`config.mk`:
```
export PLATFORM = sky130hd
export DESIGN_NAME = flag_alu
export DESIGN_NICKNAME = d
export VERILOG_FILES = /design/src/rtl/flag_alu_pkg.sv /design/src/rtl/flag_alu_arith.sv /design/src/rtl/flag_alu_shift.sv /design/src/rtl/flag_alu_cond.sv /design/src/rtl/flag_alu.sv
export SDC_FILE = /design/constraint.sdc
export NUM_CORES = 1
export LEC_CHECK = 0
export BUFFER_PORTS_ARGS = -buffer_cell sky130_fd_sc_hd__buf_2
export CORE_MARGIN = 2
export CORE_UTILIZATION = 63
export CTS_CLUSTER_SIZE = 20
export DETAILED_ROUTE_END_ITERATION = 10
export PLACE_DENSITY = 0.88
export SLEW_MARGIN = 10
export SYNTH_ARGS = -nofsm -noshare
export SYNTH_HDL_FRONTEND = slang
export SYNTH_SLANG_ARGS = --single-unit
```
`constraint.sdc`:
```
create_clock -name clk -period 6.4 [get_ports clk]
set_input_delay 0 -clock clk [delete_from_list [all_inputs] [get_ports clk]]
set_output_delay 0 -clock clk [all_outputs]
set_load 0.03 [all_outputs]
```
`src/rtl/flag_alu_pkg.sv`:
```
package flag_alu_pkg;

    localparam int OP_W   = 5;
    localparam int FLAG_W = 8;

    localparam int FLAG_Z = 0;
    localparam int FLAG_C = 1;
    localparam int FLAG_O = 2;
    localparam int FLAG_S = 3;
    localparam int FLAG_I = 4;
    localparam int FLAG_B = 5;

    localparam logic [FLAG_W-1:0] FLAGS_RESET = FLAG_W'(1) << FLAG_I;

    typedef enum logic [OP_W-1:0] {
        OP_NOP = 5'd0,
        OP_AND = 5'd1,
        OP_OR  = 5'd2,
        OP_XOR = 5'd3,
        OP_INC = 5'd4,
        OP_DEC = 5'd5,
        OP_ADD = 5'd6,
        OP_SUB = 5'd7,
        OP_CMP = 5'd8,
        OP_SHL = 5'd9,
        OP_SHR = 5'd10,
        OP_ROL = 5'd11,
        OP_ROR = 5'd12,
        OP_BIT = 5'd13,
        OP_CCF = 5'd14,
        OP_SCF = 5'd15,
        OP_COF = 5'd16,
        OP_SIF = 5'd17,
        OP_CIF = 5'd18,
        OP_BZ  = 5'd19,
        OP_BNZ = 5'd20,
        OP_BC  = 5'd21,
        OP_BNC = 5'd22,
        OP_BO  = 5'd23,
        OP_BNO = 5'd24,
        OP_BS  = 5'd25,
        OP_BNS = 5'd26,
        OP_BI  = 5'd27,
        OP_BNI = 5'd28
    } alu_op_e;

endpackage

```
`src/rtl/flag_alu_arith.sv`:
```
module flag_alu_arith
    import flag_alu_pkg::*;
#(
    parameter int DATA_W = 8
) (
    input  alu_op_e             op,
    input  logic [DATA_W-1:0]   a,
    input  logic [DATA_W-1:0]   b,
    output logic [DATA_W-1:0]   res,
    output logic                cf,
    output logic                of
);
    localparam int MSB = DATA_W - 1;

    logic [DATA_W-1:0] opnd;
    logic              is_sub;
    logic [DATA_W:0]   ext;

    always_comb begin
        opnd   = b;
        is_sub = 1'b0;
        case (op)
            OP_INC:                 opnd = DATA_W'(1);
            OP_DEC: begin           opnd = DATA_W'(1); is_sub = 1'b1; end
            OP_SUB, OP_CMP:         is_sub = 1'b1;
            default: ;
        endcase
    end

    assign ext = {1'b0, a} + {1'b0, (is_sub ? ~opnd : opnd)} + {{DATA_W{1'b0}}, is_sub};

    always_comb begin
        res = '0;
        cf  = 1'b0;
        of  = 1'b0;
        case (op)
            OP_AND: res = a & b;
            OP_OR:  res = a | b;
            OP_XOR: res = a ^ b;
            OP_INC, OP_DEC, OP_ADD, OP_SUB, OP_CMP: begin
                res = ext[DATA_W-1:0];
                cf  = is_sub ? ~ext[DATA_W] : ext[DATA_W];
                if (is_sub)
                    of = (a[MSB] != opnd[MSB]) && (ext[MSB] != a[MSB]);
                else
                    of = (a[MSB] == opnd[MSB]) && (ext[MSB] != a[MSB]);
            end
            default: ;
        endcase
    end
endmodule

```
`src/rtl/flag_alu_shift.sv`:
```
module flag_alu_shift #(
    parameter int DATA_W = 8,
    parameter int SH_W   = $clog2(DATA_W)
) (
    input  logic [1:0]          mode,
    input  logic [DATA_W-1:0]   a,
    input  logic [SH_W-1:0]     amt,
    output logic [DATA_W-1:0]   res,
    output logic                cf
);
    localparam int DW2 = 2 * DATA_W;

    logic [DW2-1:0] lin_l, lin_r, rot_l, rot_r;
    logic           zero_amt;

    assign lin_l    = {{DATA_W{1'b0}}, a} << amt;
    assign lin_r    = {a, {DATA_W{1'b0}}} >> amt;
    assign rot_l    = {a, a} << amt;
    assign rot_r    = {a, a} >> amt;
    assign zero_amt = (amt == '0);

    always_comb begin
        unique case (mode)
            2'd0: begin res = lin_l[DATA_W-1:0];   cf = lin_l[DATA_W];   end
            2'd1: begin res = lin_r[DW2-1:DATA_W]; cf = lin_r[DATA_W-1]; end
            2'd2: begin res = rot_l[DW2-1:DATA_W]; cf = rot_l[DATA_W];   end
            default: begin res = rot_r[DATA_W-1:0]; cf = rot_r[DATA_W-1]; end
        endcase
        if (zero_amt) cf = 1'b0;
    end
endmodule

```
`src/rtl/flag_alu_cond.sv`:
```
module flag_alu_cond
    import flag_alu_pkg::*;
(
    input  alu_op_e             op,
    input  logic [FLAG_W-1:0]   fl,
    output logic                is_branch,
    output logic                take
);
    always_comb begin
        is_branch = 1'b1;
        take      = 1'b0;
        case (op)
            OP_BZ:  take =  fl[FLAG_Z];
            OP_BNZ: take = ~fl[FLAG_Z];
            OP_BC:  take =  fl[FLAG_C];
            OP_BNC: take = ~fl[FLAG_C];
            OP_BO:  take =  fl[FLAG_O];
            OP_BNO: take = ~fl[FLAG_O];
            OP_BS:  take =  fl[FLAG_S];
            OP_BNS: take = ~fl[FLAG_S];
            OP_BI:  take =  fl[FLAG_I];
            OP_BNI: take = ~fl[FLAG_I];
            default: is_branch = 1'b0;
        endcase
    end
endmodule

```
`src/rtl/flag_alu.sv`:
```
module flag_alu
    import flag_alu_pkg::*;
#(
    parameter int DATA_W = 8,
    parameter int SH_W   = $clog2(DATA_W)
) (
    input  logic                clk,
    input  logic                rst_n,
    input  logic [OP_W-1:0]     op_code,
    input  logic [DATA_W-1:0]   opa,
    input  logic [DATA_W-1:0]   opb,
    input  logic [SH_W-1:0]     shamt,
    output logic [DATA_W-1:0]   result,
    output logic                wr_en,
    output logic                run_next,
    output logic [FLAG_W-1:0]   flags
);
    localparam int MSB = DATA_W - 1;
    localparam logic [DATA_W-1:0] POS_MAX = {1'b0, {(DATA_W-1){1'b1}}};

    alu_op_e            opc;
    logic [DATA_W-1:0]  ar_res, sh_res;
    logic               ar_cf, ar_of, sh_cf;
    logic               br_valid, br_take;
    logic [1:0]         sh_mode;
    logic [FLAG_W-1:0]  flags_q, flags_d;
    logic [OP_W-1:0]    sh_idx;

    assign opc     = alu_op_e'(op_code);
    assign sh_idx  = op_code - OP_SHL;
    assign sh_mode = sh_idx[1:0];

    flag_alu_arith #(.DATA_W(DATA_W)) u_arith (
        .op  (opc),
        .a   (opa),
        .b   (opb),
        .res (ar_res),
        .cf  (ar_cf),
        .of  (ar_of)
    );

    flag_alu_shift #(.DATA_W(DATA_W), .SH_W(SH_W)) u_shift (
        .mode (sh_mode),
        .a    (opa),
        .amt  (shamt),
        .res  (sh_res),
        .cf   (sh_cf)
    );

    flag_alu_cond u_cond (
        .op        (opc),
        .fl        (flags_q),
        .is_branch (br_valid),
        .take      (br_take)
    );

    always_comb begin
        flags_d = flags_q;
        result  = '0;
        wr_en   = 1'b0;
        case (opc)
            OP_AND, OP_OR, OP_XOR: begin
                result          = ar_res;
                wr_en           = 1'b1;
                flags_d[FLAG_Z] = (ar_res == '0);
                flags_d[FLAG_S] = ar_res[MSB];
            end
            OP_INC, OP_DEC, OP_ADD, OP_SUB, OP_CMP: begin
                result          = ar_res;
                wr_en           = (opc != OP_CMP);
                flags_d[FLAG_Z] = (ar_res == '0);
                flags_d[FLAG_C] = ar_cf;
                flags_d[FLAG_O] = ar_of;
                flags_d[FLAG_S] = ar_res[MSB];
            end
            OP_SHL, OP_SHR, OP_ROL, OP_ROR: begin
                result          = sh_res;
                wr_en           = 1'b1;
                flags_d[FLAG_Z] = (sh_res == '0);
                flags_d[FLAG_C] = sh_cf;
                flags_d[FLAG_S] = sh_res[MSB];
            end
            OP_BIT: flags_d[FLAG_Z] = opa[shamt];
            OP_CCF: flags_d[FLAG_C] = 1'b0;
            OP_SCF: flags_d[FLAG_C] = 1'b1;
            OP_COF: flags_d[FLAG_O] = 1'b0;
            OP_SIF: flags_d[FLAG_I] = 1'b1;
            OP_CIF: flags_d[FLAG_I] = 1'b0;
            default: if (br_valid) flags_d[FLAG_B] = br_take;
        endcase
    end

    always_ff @(posedge clk or negedge rst_n) begin
        if (!rst_n) flags_q <= FLAGS_RESET;
        else        flags_q <= flags_d;
    end

    assign flags    = flags_q;
    assign run_next = br_valid & br_take;

    p_reserved_zero_r1: assert property (@(posedge clk) disable iff (!rst_n)
        flags[FLAG_W-1:FLAG_B+1] == '0);

    p_logic_keep_r2: assert property (@(posedge clk) disable iff (!rst_n)
        (opc == OP_AND || opc == OP_OR || opc == OP_XOR)
        |=> ($stable(flags[FLAG_C]) && $stable(flags[FLAG_O])));

    p_inc_overflow_r4: assert property (@(posedge clk) disable iff (!rst_n)
        (opc == OP_INC && opa == POS_MAX) |=> flags[FLAG_O]);

    p_cmp_equal_r5: assert property (@(posedge clk) disable iff (!rst_n)
        (opc == OP_CMP && opa == opb) |=> (flags[FLAG_Z] && !flags[FLAG_C]));

    p_bit_test_r9: assert property (@(posedge clk) disable iff (!rst_n)
        (opc == OP_BIT) |=> (flags[FLAG_Z] == $past(opa[shamt])
                             && flags[FLAG_W-1:1] == $past(flags[FLAG_W-1:1])));

    p_branch_record_r11: assert property (@(posedge clk) disable iff (!rst_n)
        br_valid |=> (flags[FLAG_B] == $past(run_next)
                      && flags[FLAG_B-1:0] == $past(flags[FLAG_B-1:0])));

    p_nop_hold_r12: assert property (@(posedge clk) disable iff (!rst_n)
        (opc == OP_NOP) |=> $stable(flags));
endmodule

```
Yosys cells after proc, flatten, opt, wreduce, memory -nomap -nowiden --
Index checks and enable logic that the tools add are counted.
Word-level totals: bits of input ports 26, word-level logic and storage cells 100, register bits 6
Operators by class: shift operators 4, $lt $le $gt $ge 1, muxes and demuxes 20, eq/ne operators 34, add/subtract/negate cells 3, bitwise logic cells 12, reductions and logical operators 20
Operator list (number):
- $eq A5 B5 Y1 const B | 13
- $eq A5 B4 Y1 const B | 8
- $pmux W8 S4 | 1
- $pmux W8 S3 | 1
- $eq A5 B3 Y1 const B | 4
- $reduce_or A18 Y1 | 1
- $logic_not A8 Y1 | 2
- $mux W8 | 2
- $pmux W8 S2 | 1
- $shl A16 B3 Y16 | 1
- $shr A16 B3 Y16 | 1
- $shr A16 B3 Y8 | 1
- $eq A5 B2 Y1 const B | 2
- $pmux W1 S10 | 1
- $reduce_or A10 Y1 | 1
- $add A8 B8 Y9 | 1
- $add A9 B1 Y9 | 1
- $shl A8 B3 Y9 | 1
- $and A8 B8 Y8 | 1
- $not A8 Y8 | 1
- $or A8 B8 Y8 | 1
- $pmux W1 S2 | 4
- $reduce_or A8 Y1 | 1
- $xor A8 B8 Y8 | 1
- other kinds (26) | 42

Logic depth before layout (Yosys ltp) --
Gate-level depths: netlist of run 1.
depth after elaboration 11, depth in mapped cells 14, gate-level depth less buffers 12

Cells and area by module --
From an unflattened synthesis of run 1, not the netlist that was laid out.
Unflattened totals: cell total of the unflattened synthesis 377, area, all modules 2890.3 µm²
By module, submodules not included:
- flag_alu_arith | instances 1, cells an instance 146, area an instance 1067.3 µm²
- flag_alu_shift | instances 1, cells an instance 130, area an instance 952.2 µm²
- flag_alu | instances 1, cells an instance 83, area an instance 714.4 µm²
- flag_alu_cond | instances 1, cells an instance 18, area an instance 156.4 µm²

Worst setup path after synthesis of run 1 --
Ideal clock, no wire load.
path type input to output, start input op_code[0], end output result[7], setup slack 3.273 ns, stages on the path 13, buffers on the path 2, arrival 3.127 ns, path through buf_6 > or4b_1 > buf_2 > a21oi_4 > xnor2_1 > ha_1 > or4bb_1 > a211o_1 > a21oi_1 > o31ai_1 > and2_1 > a22oi_1 > o21ai_0
On the way: word-level cells in the longest chain between the ends 9
RTL lines:
- start, declared | RTL line flag_alu.sv:9 | input logic [OP_W-1:0] op_code,
- $eq A5 B3 Y1 | RTL line flag_alu_arith.sv:22, flag_alu_arith.sv:36, flag_alu.sv:61
- $reduce_or A2 Y1 (no line)
- $mux W8 | RTL line flag_alu_arith.sv:22 | case (op)
- $not A8 Y8 | RTL line flag_alu_arith.sv:30 | assign ext = {1'b0, a} + {1'b0, (is_sub ? ~opnd : opnd)} + {{DATA_W{1'b0}}, is_sub};
- $mux W8 | RTL line flag_alu_arith.sv:30
- $add A8 B8 Y9 | RTL line flag_alu_arith.sv:30
- $add A9 B1 Y9 | RTL line flag_alu_arith.sv:30
- $pmux W8 S4 | RTL line flag_alu_arith.sv:36 | case (op)
- $pmux W8 S2 * | RTL line flag_alu.sv:61 | case (opc)
- end, declared | RTL line flag_alu.sv:13 | output logic [DATA_W-1:0] result,
Every way passes the cells marked *; elsewhere a longest branch is shown, timed or not.

Worst setup path after layout of run 1 --
start input op_code[1], end output result[7]
Same word-level chain as after synthesis.

==> summary.txt, run 1 <==
TIMING
--------------------------------------------------------------------------------------
Final Max Tran Viols                                                                 0
Setup TNS Final                                                                   0 ps
Total count of hold-check failures in the final report                               0
Normalized max-slew margin                                                      36.27%
Final cycle utilization of the critical path                                    58.04%
Maximum achievable frequency                                                 269.2 MHz
Final period demand of the worst path                                          3714 ps
Slew at the pin closest to its max-slew limit                                 948.7 ps
RSZ-0062 raised after global routing                                             false
Total of endpoints with negative setup slack in the final report                     0
Post-route worst setup slack                                                   2686 ps
Largest clock skew in the final design                                        8.348 ps

CRITICAL PATH
--------------------------------------------------------------------------------------
Arr. time, crit path                                                           3710 ps
Cell count of the worst reg-to-reg path                                              6
Element type at the critical path end                                       output pin
End of the worst register-to-register path                                    flags[0]
Worst-case register-to-register setup slack                                    4890 ps
Critical path peak fanout                                                           33
CP max-delay cell                                                         sky130_fd_sc_hd__or4b_1
Largest stage delay, worst path                                                 710 ps
R2R Path Start                                                                flags[0]
Most used cell along the critical path                                    sky130_fd_sc_hd__buf_2
CP Launch Type                                                              input port
Family of cells with the greatest summed delay on the critical path       simple AND/OR/NAND/NOR gates
Critical Path RT                                                               6400 ps
Worst Path Buf+Inv                                                                   2
Worst setup path category                                                       in2out
Critical Path, Cell by Cell                                               buf_2, or4b_1, a21oi_4, xnor2_1, ha_1, or4bb_1, a211o_1, a21oi_1, o31ai_1, and2_1, a22oi_1, o21ai_0, buf_2

ROUTING
--------------------------------------------------------------------------------------
Post-detailed-route wirelength per cell                                       18.69 um
DR DRC count                                                                         1
DRC marker count from the first detailed-route iteration                           605
Via Count                                                                         2907
Vias/cell                                                                        7.196
Remaining number of nets flagged by the antenna check after routing                  0
Total Wirelength                                                              7.551 mm
Drt first pass iters                                                                 9

FLOORPLAN
--------------------------------------------------------------------------------------
Vertical die dimension                                                        68.29 um
Core area                                                                 0.004000 mm^2
Horiz. Die Dim                                                                68.29 um
DIE AREA                                                                  0.004663 mm^2
Floorplan row count                                                                 23
Ports                                                                               44
Initial Util                                                                    65.09%

SYNTHESIS
--------------------------------------------------------------------------------------
Number of distinct library cells after synthesis                                    71
Number of cells produced by synthesis                                              338
Per-instance average area after synthesis                                   7.703 um^2
Fraction of post-synthesis cell area in the top cell type by area               11.53%
Most frequently used flop master after synthesis                          sky130_fd_sc_hd__dfrtp_1
Largest area contributor in the synthesized netlist                       sky130_fd_sc_hd__ha_1
Number of flops mapped to enable cells by yosys                                      0
Combined area of all synthesized cells                                    0.002604 mm^2
Sequential element share of the synthesized area                                5.815%
Total of flip-flops plus latches after synthesis                                     6
Largest cells by area after synthesis                                     sky130_fd_sc_hd__ha_1 12%, sky130_fd_sc_hd__mux4_2 10%, sky130_fd_sc_hd__mux2i_1 5.4%
Yosys warns                                                                          0
Top cells by instance count after synthesis                               35 x sky130_fd_sc_hd__nand2_1, 26 x sky130_fd_sc_hd__inv_1, 25 x sky130_fd_sc_hd__nor2_1
Fraction of registers with async set/reset                                      100.0%
Cell with the most instances after synthesis                              sky130_fd_sc_hd__nand2_1

RUN STATUS
--------------------------------------------------------------------------------------
Violated checks                                                           design-rule violations
Outcome                                                                   finished, violations left

GLOBAL ROUTING
--------------------------------------------------------------------------------------
Via count of the first global-routing pass                                        2571
GRT Residual Overflow                                                                0
First-pass GRT wire length                                                    12.11 mm
Initial antenna violation count                                                      0
Overall global routing resource usage                                           34.30%
Largest net degree at the start of global routing                                   34

FINISH
--------------------------------------------------------------------------------------
Fraction of final layout cells with drive strength greater than 1               18.36%
Final antenna diode count                                                            0
Share of the core filled with cells                                             69.41%
Layout net count                                                                   406
Layout overhead on the synthesized area                                         6.631%
Max FFs per register                                                                 6

POWER AND IR DROP
--------------------------------------------------------------------------------------
Total power per unit cell area                                            142.9 mW/mm^2
Post-layout power                                                             396.7 uW
Leak                                                                          1.239 nW
Worst IR drop on VDD                                                        0.07952 mV

CLOCK NETWORK
--------------------------------------------------------------------------------------
Number of resized instances in the post-cts repair step                              0
Clock transition at the registers of the reported paths                          40 ps
CTS H-tree lvls                                                                      1
Insertion delay of the later-clocked pin in the worst-skew pair                 240 ps
TritonCTS buffer count                                                               3
Root cell of the clock tree                                               sky130_fd_sc_hd__clkbuf_8
Buffers inserted during post-CTS setup optimization                                  0
Clk sink count                                                                       6
Clock tree buffer depth                                                              2
TritonCTS clock tree                                                               yes

PLACED DESIGN
--------------------------------------------------------------------------------------
Worst setup slack after placement                                              2767 ps
Final HPWL DP                                                                 5.463 mm
Input/output buffers                                                                41
Weighted congestion reported at the end of routability-driven placement         0.9749

RUN
--------------------------------------------------------------------------------------
Number of max-capacitance violations reported                                        0

WORST HOLD PATH
--------------------------------------------------------------------------------------
Class of the tightest hold or removal check                                   in2async

-- repair_timing --
| action | CTS | global route |
|---|---|---|
| setup endpoints to repair | 0 | 0 |
| hold buffers | 1 | 0 |
| endpoints found under the hold margin | 6 | 0 |
-- cells by family (layout without fill, tap and decap cells) --
logic type | Yosys count | count (layout) | synth area share [%]
flip-flops | 6 | 6 | 5.815
AO/OA/AOI/OAI | 104 | 104 | 28.11
buffers and inverters | 58 | 73 | 9.802
XOR/XNOR | 11 | 11 | 3.700
multiplexers | 33 | 33 | 21.10
other | 1 | 2 | 0.1440
AND/OR/NAND/NOR | 100 | 100 | 19.03
adder cells (fa/ha/maj) | 25 | 25 | 12.30
-- stage by stage --
step                cells  hold WS, ps  area, um^2
detailed placement    399       -165.3        2721
floorplan             339       -295.6        2608
global placement      399       -168.8        2721
finish                404        115.7        2776
global route          404        150.4        2776
CTS                   404        130.0        2776
-- per-layer routing --
metal  part of all wire (%)  GRT usage, %  routed length, um
met5                      0             0                  0
met4                    3.6         11.50                269
met3                     12         8.224                911
met2                     45         54.98               3414
met1                     39         45.17               2956
-- report_power, final --
| group | leakage [nW] | switching, mW | internal [mW] |
|---|---|---|---|
| clock network | 0.0228 | 0.0219 | 0.0433 |
| logic | 1.15 | 0.169 | 0.105 |
| registers | 0.0709 | 0.0105 | 0.0466 |
-- area by class of cell --
class,instances,area [um^2]
timing repair buffer,42,215.2
multi-input combinational,275,2201
fill,337,1224
clock buffer,4,45.04
tap,50,62.56
inverter,27,101.3
sequential,6,151.4
-- worst max path at each step --
stage / from / end / slack [ps] / cells after the start
CTS: op_code[1] / result[7] / 2750 / 13
finish: op_code[1] / result[7] / 2690 / 13
detailed placement: op_code[1] / flags[2] / 2770 / 12
global placement: op_code[1] / flags[2] / 2850 / 12
global route: op_code[1] / result[7] / 2540 / 13
floorplan: op_code[0] / result[7] / 3270 / 13
-- placed cells by master (no fill, tap or decap), types with 5 or more instances in the layout --
cell                      count
sky130_fd_sc_hd__mux2i_1     14
sky130_fd_sc_hd__a22oi_1     10
sky130_fd_sc_hd__a21oi_1     13
sky130_fd_sc_hd__nand3_1      6
sky130_fd_sc_hd__buf_2       41
sky130_fd_sc_hd__nand2_1     35
sky130_fd_sc_hd__dfrtp_1      5
sky130_fd_sc_hd__nor3_1       8
sky130_fd_sc_hd__nor2_1      25
sky130_fd_sc_hd__o21ai_0     19
sky130_fd_sc_hd__inv_1       26
sky130_fd_sc_hd__xnor2_1     10
sky130_fd_sc_hd__ha_1        24
sky130_fd_sc_hd__a31oi_1      6
sky130_fd_sc_hd__o22ai_1     11
sky130_fd_sc_hd__mux4_2      12
sky130_fd_sc_hd__and2_1       5
Power figures use the tool's default switching activity.
==> run 2: changes to the inputs <==
Settings changed: CORE_UTILIZATION 63 to 59, PLACE_DENSITY 0.88 to 0.83.
Clock period 6.4 ns to 3.8 ns, I/O delays scaled along.
==> summary.txt, run 2 (same netlist as run 1, synthesis figures left out) <==
RUN STATUS
--------------------------------------------------------------------------------------
Outcome                                                                   finished clean   was finished, violations left

TIMING
--------------------------------------------------------------------------------------
Normalized max-slew margin                                                      46.55%   was 36.27%
Final period demand of the worst path                                          3451 ps
Total count of hold-check failures in the final report                               0   unchanged
Largest clock skew in the final design                                        2.815 ps   was 8.348 ps
Final Max Tran Viols                                                                 0   unchanged
Maximum achievable frequency                                                 289.8 MHz
RSZ-0062 raised after global routing                                             false   unchanged
Final cycle utilization of the critical path                                    90.81%
Slew at the pin closest to its max-slew limit                                 800.8 ps   was 948.7 ps
Setup TNS Final                                                                   0 ps   unchanged
Total of endpoints with negative setup slack in the final report                     0   unchanged

CRITICAL PATH
--------------------------------------------------------------------------------------
Element type at the critical path end                                       output pin   unchanged
CP max-delay cell                                                         sky130_fd_sc_hd__or4b_1   unchanged
Largest stage delay, worst path                                                 640 ps   was 710 ps
Most used cell along the critical path                                    sky130_fd_sc_hd__buf_2   unchanged
Arr. time, crit path                                                           3450 ps   was 3710 ps
CP Launch Type                                                              input port   unchanged
Critical path peak fanout                                                            8   was 33
Critical Path, Cell by Cell                                               buf_2, or4b_1, a21oi_4, xnor2_1, ha_1, or4bb_1, a211o_1, a21oi_1, o31ai_1, and2_1, a22oi_1, o21ai_0, buf_2   unchanged
Critical Path RT                                                               3800 ps   was 6400 ps
Worst setup path category                                                       in2out   unchanged

ROUTING
--------------------------------------------------------------------------------------
Total Wirelength                                                              7.495 mm   was 7.551 mm
Vias/cell                                                                        7.034   was 7.196
Remaining number of nets flagged by the antenna check after routing                  0   unchanged
Post-detailed-route wirelength per cell                                       18.19 um   was 18.69 um
DRC marker count from the first detailed-route iteration                           503   was 605
DR DRC count                                                                         0   was 1
Via Count                                                                         2898   was 2907
Drt first pass iters                                                                 7   was 9

RUN
--------------------------------------------------------------------------------------
Number of max-capacitance violations reported                                        0   unchanged

CLOCK NETWORK
--------------------------------------------------------------------------------------
Clock transition at the registers of the reported paths                          40 ps   about the same
CTS H-tree lvls                                                                      1   unchanged
Root cell of the clock tree                                               sky130_fd_sc_hd__clkbuf_8   unchanged
Buffers inserted during post-CTS setup optimization                                  0   unchanged
TritonCTS clock tree                                                               yes   unchanged
Clock tree buffer depth                                                              2   unchanged
Clk sink count                                                                       6   unchanged
TritonCTS buffer count                                                               3   unchanged
Insertion delay of the later-clocked pin in the worst-skew pair                 230 ps   was 240 ps

FINISH
--------------------------------------------------------------------------------------
Finished layout cell area                                                 0.002824 mm^2   was 0.002776 mm^2
Final antenna diode count                                                            0   unchanged
Max FFs per register                                                                 6   unchanged
Most common library cell in the layout ignoring fill and taps             sky130_fd_sc_hd__buf_2   unchanged
Layout overhead on the synthesized area                                         8.458%   was 6.631%
Final std cells w/o fill                                                           412   was 404
Most used cells in the layout excluding fill and tap cells                41 x sky130_fd_sc_hd__buf_2, 35 x sky130_fd_sc_hd__nand2_1, 26 x sky130_fd_sc_hd__inv_1   unchanged
Fill cells                                                                         371   was 337
Layout net count                                                                   412   was 406
Fraction of final layout cells with drive strength greater than 1               19.72%   was 18.36%
Share of the core filled with cells                                             65.76%   was 69.41%

FLOORPLAN
--------------------------------------------------------------------------------------
Vertical die dimension                                                        70.43 um   was 68.29 um
Floorplan row count                                                                 24   was 23
DIE AREA                                                                  0.004960 mm^2   was 0.004663 mm^2
Ports                                                                               44   unchanged
Core area                                                                 0.004294 mm^2   was 0.004000 mm^2
Initial Util                                                                    60.64%   was 65.09%
Horiz. Die Dim                                                                70.43 um   was 68.29 um

GLOBAL ROUTING
--------------------------------------------------------------------------------------
Overall global routing resource usage                                           29.53%   was 34.30%
Via count of the first global-routing pass                                        2517   was 2571
Initial antenna violation count                                                      0   unchanged
GRT Residual Overflow                                                                0   unchanged
First-pass GRT wire length                                                    12.08 mm   was 12.11 mm
Largest net degree at the start of global routing                                   29   was 34

POWER AND IR DROP
--------------------------------------------------------------------------------------
Leak                                                                          1.269 nW   was 1.239 nW
Total power per unit cell area                                            235.1 mW/mm^2   was 142.9 mW/mm^2
Worst IR drop on VDD                                                         0.1162 mV   was 0.07952 mV
Post-layout power                                                             664.0 uW   was 396.7 uW

PLACED DESIGN
--------------------------------------------------------------------------------------
Weighted congestion reported at the end of routability-driven placement         0.9590   was 0.9749
Placed instance count                                                              407   was 399
Final HPWL DP                                                                 5.599 mm   was 5.463 mm
Input/output buffers                                                                41   unchanged
Cell area reported after detailed placement                               0.002769 mm^2   was 0.002721 mm^2

WORST HOLD PATH
--------------------------------------------------------------------------------------
Class of the tightest hold or removal check                                   in2async   unchanged

[run 2: changes by cell type in the layout (fill, tap and decap cells not counted)]
cell                    change
sky130_fd_sc_hd__buf_4      +6
[run 2: worst paths after layout]
| kind | start | end | slack (ps) | cells past startpoint |
|---|---|---|---|---|
| max in group asynchronous | rst_n | flags[4] | 3390 | 2 |
| max reg2reg | flags[4] | flags[5] | 2310 | 6 |
| min in group clk | op_code[4] | flags[4] | 300 | 4 |
| min | rst_n | flags[1] | 190 | 2 |
| min reg2reg | flags[5] | flags[5] | 470 | 1 |
| max | op_code[0] | result[7] | 350 | 13 |
[run 2: power by group]
part           switching (mW)  total, mW  internal (mW)  leakage, nW
clock network          0.0321      0.105         0.0725       0.0228
logic                   0.283      0.464          0.181         1.17
registers              0.0168     0.0954         0.0785       0.0709
[run 2: routing by layer]
layer / share of wire, % / up-vias / global-route usage, %
met2: 47 / 192 / 48.11
li1: - / 1314 / -
met3: 9.1 / 25 / 2.597
met5: 0 / - / 0
met1: 42 / 1367 / 42.64
met4: 2.3 / 0 / 5.983
[run 2: through the flow]
stage / setup slack [ps] / hold WS, ps
final: 349.3 / 189.7
after CTS: 391.2 / 128.4
after global placement: 440.4 / -164.2
after global routing: 194.9 / 187.1
after detailed placement: 402.2 / -166.1
after floorplan: 673.3 / -295.6
[run 2: cell type report]
type / count / area, um^2 / area share (%)
flip-flops and latches: 6 / 151.4 / 5.361
well taps: 52 / 65.06 / 2.304
repair buffers: 48 / 260.3 / 9.216
inverters: 27 / 101.3 / 3.589
multi-input cells: 275 / 2201 / 77.94
clock buffers: 4 / 45.04 / 1.595
[run 2: worst max-delay path, delay by kind of cell]
kind | cells | cell delay (ps)
xor gates and xnor gates | 1 | 160
adders and majority gates | 1 | 310
and+or+nand+nor | 3 | 1290
AOI/OAI and AO/OA | 6 | 1360
buffers and inverters | 2 | 330
[run 2: repair_timing]
item / in CTS / in global routing
endpoints found under the hold margin: 6 / 0
hold buffers: 1 / 0
gates resized for setup: 0 / 0
==> run 3: changes to the inputs <==
Settings changed: PLACE_DENSITY 0.83 to 0.82, SYNTH_HIERARCHICAL set to 1.
==> summary.txt, run 3 <==
ROUTING
--------------------------------------------------------------------------------------
DR DRC count                                                                         0   unchanged
Total Wirelength                                                              7.686 mm   was 7.495 mm
Detail Route met3 WL                                                            606 um   was 684 um
Post-detailed-route wirelength per cell                                       16.39 um   was 18.19 um
Drt first pass iters                                                                 7   unchanged
DRC marker count from the first detailed-route iteration                           210   was 503
Top sig layer                                                                     met4   unchanged
Met2 WL                                                                       3.596 mm   was 3.509 mm
Via Count                                                                         2979   was 2898
Met1 wire length                                                              3.384 mm   was 3.130 mm
Vias/cell                                                                        6.352   was 7.034
Remaining number of nets flagged by the antenna check after routing                  0   unchanged

SYNTHESIS
--------------------------------------------------------------------------------------
Number of distinct library cells after synthesis                                    81   was 71
Top cells by instance count after synthesis                               38 x sky130_fd_sc_hd__nand2_1, 28 x sky130_fd_sc_hd__ha_1, 27 x sky130_fd_sc_hd__inv_1   was 35 x sky130_fd_sc_hd__nand2_1, 26 x sky130_fd_sc_hd__inv_1, 25 x sky130_fd_sc_hd__nor2_1
Yosys warns                                                                          6   was 0
Largest cells by area after synthesis                                     sky130_fd_sc_hd__ha_1 12%, sky130_fd_sc_hd__mux2i_1 6.2%, sky130_fd_sc_hd__nand2_1 4.9%   was sky130_fd_sc_hd__ha_1 12%, sky130_fd_sc_hd__mux4_2 10%, sky130_fd_sc_hd__mux2i_1 5.4%
Cell with the most instances after synthesis                              sky130_fd_sc_hd__nand2_1   unchanged
Fraction of post-synthesis cell area in the top cell type by area               12.12%   was 11.53%
Most frequently used flop master after synthesis                          sky130_fd_sc_hd__dfrtp_1   unchanged
Total of flip-flops plus latches after synthesis                                     6   unchanged
Combined area of all synthesized cells                                    0.002890 mm^2   was 0.002604 mm^2
Number of cells produced by synthesis                                              377   was 338
Fraction of registers with async set/reset                                      100.0%   unchanged
Number of flops mapped to enable cells by yosys                                      0   unchanged
Largest area contributor in the synthesized netlist                       sky130_fd_sc_hd__ha_1   unchanged
Sequential element share of the synthesized area                                5.238%   was 5.815%
Per-instance average area after synthesis                                   7.667 um^2   was 7.703 um^2

CLOCK NETWORK
--------------------------------------------------------------------------------------
TritonCTS buffer count                                                               3   unchanged
Root cell of the clock tree                                               sky130_fd_sc_hd__clkbuf_8   unchanged
Clock tree buffer depth                                                              2   unchanged
Clk sink count                                                                       6   unchanged
Buffers inserted during post-CTS setup optimization                                  0   unchanged
TritonCTS clock tree                                                               yes   unchanged
Insertion delay of the later-clocked pin in the worst-skew pair                 230 ps   about the same
CTS H-tree lvls                                                                      1   unchanged
Clock transition at the registers of the reported paths                          40 ps   about the same
CTS hold repair buffers                                                              1   unchanged
Number of resized instances in the post-cts repair step                              0   unchanged

PLACED DESIGN
--------------------------------------------------------------------------------------
Worst setup slack after placement                                             373.4 ps   was 402.2 ps
Weighted congestion reported at the end of routability-driven placement         0.9721   was 0.9590
Final HPWL DP                                                                 5.769 mm   was 5.599 mm
Cell area reported after detailed placement                               0.003059 mm^2   was 0.002769 mm^2
Input/output buffers                                                                41   unchanged

POWER AND IR DROP
--------------------------------------------------------------------------------------
Clock group share of total power                                                 15.6%   was 15.8%
Net switching power of the design                                             324.8 uW   was 331.8 uW
Cell-internal power                                                           339.8 uW   was 332.3 uW
Post-layout power                                                             664.6 uW   was 664.0 uW
Relative contribution of sequential cells to total power                         14.5%   was 14.4%
Combinational Power Share                                                        69.9%   about the same
Total power per unit cell area                                            213.4 mW/mm^2   was 235.1 mW/mm^2
Fraction of power spent switching nets                                          48.88%   was 49.96%
Worst IR drop on VDD                                                         0.1257 mV   was 0.1162 mV
Leak                                                                          1.449 nW   was 1.269 nW

FLOORPLAN
--------------------------------------------------------------------------------------
Horiz. Die Dim                                                                73.99 um   was 70.43 um
Core area                                                                 0.004723 mm^2   was 0.004294 mm^2
Ports                                                                               44   unchanged
DIE AREA                                                                  0.005475 mm^2   was 0.004960 mm^2
Floorplan row count                                                                 25   was 24
Initial Util                                                                    61.19%   was 60.64%
Vertical die dimension                                                        73.99 um   was 70.43 um

CRITICAL PATH
--------------------------------------------------------------------------------------
Worst setup path category                                                       in2reg   was in2out
Element type at the critical path end                                             flop   was output pin
Arr. time, crit path                                                           3420 ps   was 3450 ps
Critical path peak fanout                                                           15   was 8
Critical Path RT                                                               3960 ps   was 3800 ps
CP Launch Type                                                              input port   unchanged

TIMING
--------------------------------------------------------------------------------------
Final Max Tran Viols                                                                 0   unchanged
Setup TNS Final                                                                   0 ps   unchanged
Slew at the pin closest to its max-slew limit                                 705.9 ps   was 800.8 ps
Largest clock skew in the final design                                        4.677 ps   was 2.815 ps
Total of endpoints with negative setup slack in the final report                     0   unchanged
Post-route worst setup slack                                                  542.2 ps   was 349.3 ps
Normalized max-slew margin                                                      52.94%   was 46.55%
Final cycle utilization of the critical path                                    85.73%   was 90.81%
Maximum achievable frequency                                                 307.0 MHz   was 289.8 MHz
RSZ-0062 raised after global routing                                             false   unchanged
Final period demand of the worst path                                          3258 ps   was 3451 ps
Total count of hold-check failures in the final report                               0   unchanged

FINISH
--------------------------------------------------------------------------------------
Final antenna diode count                                                            0   unchanged
Finished layout cell area                                                 0.003114 mm^2   was 0.002824 mm^2
Fill cells                                                                         393   was 371
Layout overhead on the synthesized area                                         7.749%   was 8.458%
Sequential standard cell area                                               151.4 um^2   unchanged
Layout net count                                                                   458   was 412
Most used cells in the layout excluding fill and tap cells                41 x sky130_fd_sc_hd__buf_2, 38 x sky130_fd_sc_hd__nand2_1, 28 x sky130_fd_sc_hd__ha_1   was 41 x sky130_fd_sc_hd__buf_2, 35 x sky130_fd_sc_hd__nand2_1, 26 x sky130_fd_sc_hd__inv_1
Share of the core filled with cells                                             65.93%   was 65.76%
Fraction of final layout cells with drive strength greater than 1               21.64%   was 19.72%
Total area of multi-input combinational cells                             0.002469 mm^2   was 0.002201 mm^2
Max FFs per register                                                                 6   unchanged
Most common library cell in the layout ignoring fill and taps             sky130_fd_sc_hd__buf_2   unchanged

WORST HOLD PATH
--------------------------------------------------------------------------------------
Class of the tightest hold or removal check                                   in2async   unchanged

RUN
--------------------------------------------------------------------------------------
Number of max-capacitance violations reported                                        0   unchanged

GLOBAL ROUTING
--------------------------------------------------------------------------------------
Initial antenna violation count                                                      0   unchanged
Largest net degree at the start of global routing                                   34   was 29
GRT Residual Overflow                                                                0   unchanged
Via count of the first global-routing pass                                        2549   was 2517
Overall global routing resource usage                                           27.99%   was 29.53%
First-pass GRT wire length                                                    12.22 mm   was 12.08 mm

RUN STATUS
--------------------------------------------------------------------------------------
Outcome                                                                   finished clean   unchanged

## run 3: changes by cell type after synthesis, moves of 6 or more
cell	change
sky130_fd_sc_hd__o221ai_1	+6
sky130_fd_sc_hd__a22o_1	+6
sky130_fd_sc_hd__a21oi_1	+13
sky130_fd_sc_hd__o21ai_0	-8
sky130_fd_sc_hd__mux4_2	-7
sky130_fd_sc_hd__o22ai_1	-8
sky130_fd_sc_hd__nor2b_1	+8
sky130_fd_sc_hd__nor4_1	+6
sky130_fd_sc_hd__a22oi_1	-7
sky130_fd_sc_hd__clkbuf_1	-11
sky130_fd_sc_hd__o21ai_1	+6
## run 3: cell families (layout without fill, tap and decap cells)
logic type / count (synthesis) / in the layout / share of synthesized area (%)
buffers and inverters: 56 / 80 / 9.480
DFF: 6 / 6 / 5.238
xor gates and xnor gates: 14 / 14 / 4.242
other: 1 / 2 / 0.1297
muxes: 37 / 37 / 17.01
AOI/OAI and AO/OA: 112 / 112 / 28.79
and+or+nand+nor: 122 / 122 / 22.29
adders and majority gates: 29 / 29 / 12.81
## run 3: critical path, stage by stage
cell and delay, ps:
sky130_fd_sc_hd__buf_2 190, sky130_fd_sc_hd__or4b_1 650, sky130_fd_sc_hd__nand2_1 150, sky130_fd_sc_hd__xnor2_1 130
sky130_fd_sc_hd__ha_1 290, sky130_fd_sc_hd__a21oi_1 220, sky130_fd_sc_hd__o21ai_0 130, sky130_fd_sc_hd__a221o_1 370
sky130_fd_sc_hd__a31oi_4 180, sky130_fd_sc_hd__xnor2_1 140, sky130_fd_sc_hd__o221ai_1 190, sky130_fd_sc_hd__nor4_1 310
sky130_fd_sc_hd__nand3_1 110, sky130_fd_sc_hd__o221ai_1 170, sky130_fd_sc_hd__mux2_2 180
## run 3: metal layers
| metal | vias up | track usage (%) |
|---|---|---|
| li1 | 1442 | - |
| met4 | 0 | 5.859 |
| met5 | - | 0 |
| met3 | 13 | 2.981 |
| met1 | 1385 | 39.30 |
| met2 | 139 | 46.63 |
## run 3: power by group through the flow
stage	Clock [mW]	Combinational (mW)	Sequential [mW]
2_1_floorplan	0	0.322	0.122
3_3_place_gp	0	0.445	0.0966
3_5_place_dp	0	0.456	0.0971
4_1_cts	0.104	0.458	0.0965
5_1_grt	0.109	0.507	0.0979
6_report	0.104	0.464	0.0966
## run 3: worst paths after layout
check / startpoint / endpoint / slack (ps) / depth (start not counted)
max: op_code[4] / flags[0] / 540 / 15
min: rst_n / flags[5] / 140 / 2
max reg2reg: flags[3] / flags[5] / 2280 / 5
min reg2reg: flags[5] / flags[5] / 470 / 1
max in group asynchronous: rst_n / flags[4] / 3440 / 2
min in group clk: op_code[4] / flags[0] / 350 / 3
## run 3: metrics by stage
stage / hold WS (ps) / std cells
5_1_grt: 146.2 / 469
4_1_cts: 127.8 / 469
3_3_place_gp: -170.7 / 464
2_1_floorplan: -295.6 / 378
3_5_place_dp: -172.8 / 464
6_report: 136.0 / 469
## run 3: cell type report
type                       instances  area share, %
timing repair buffer              48          8.357
multi-input combinational        316          79.27
clock buffer                       4          1.446
tap                               67          2.692
sequential                         6          4.861
inverter                          28          3.375
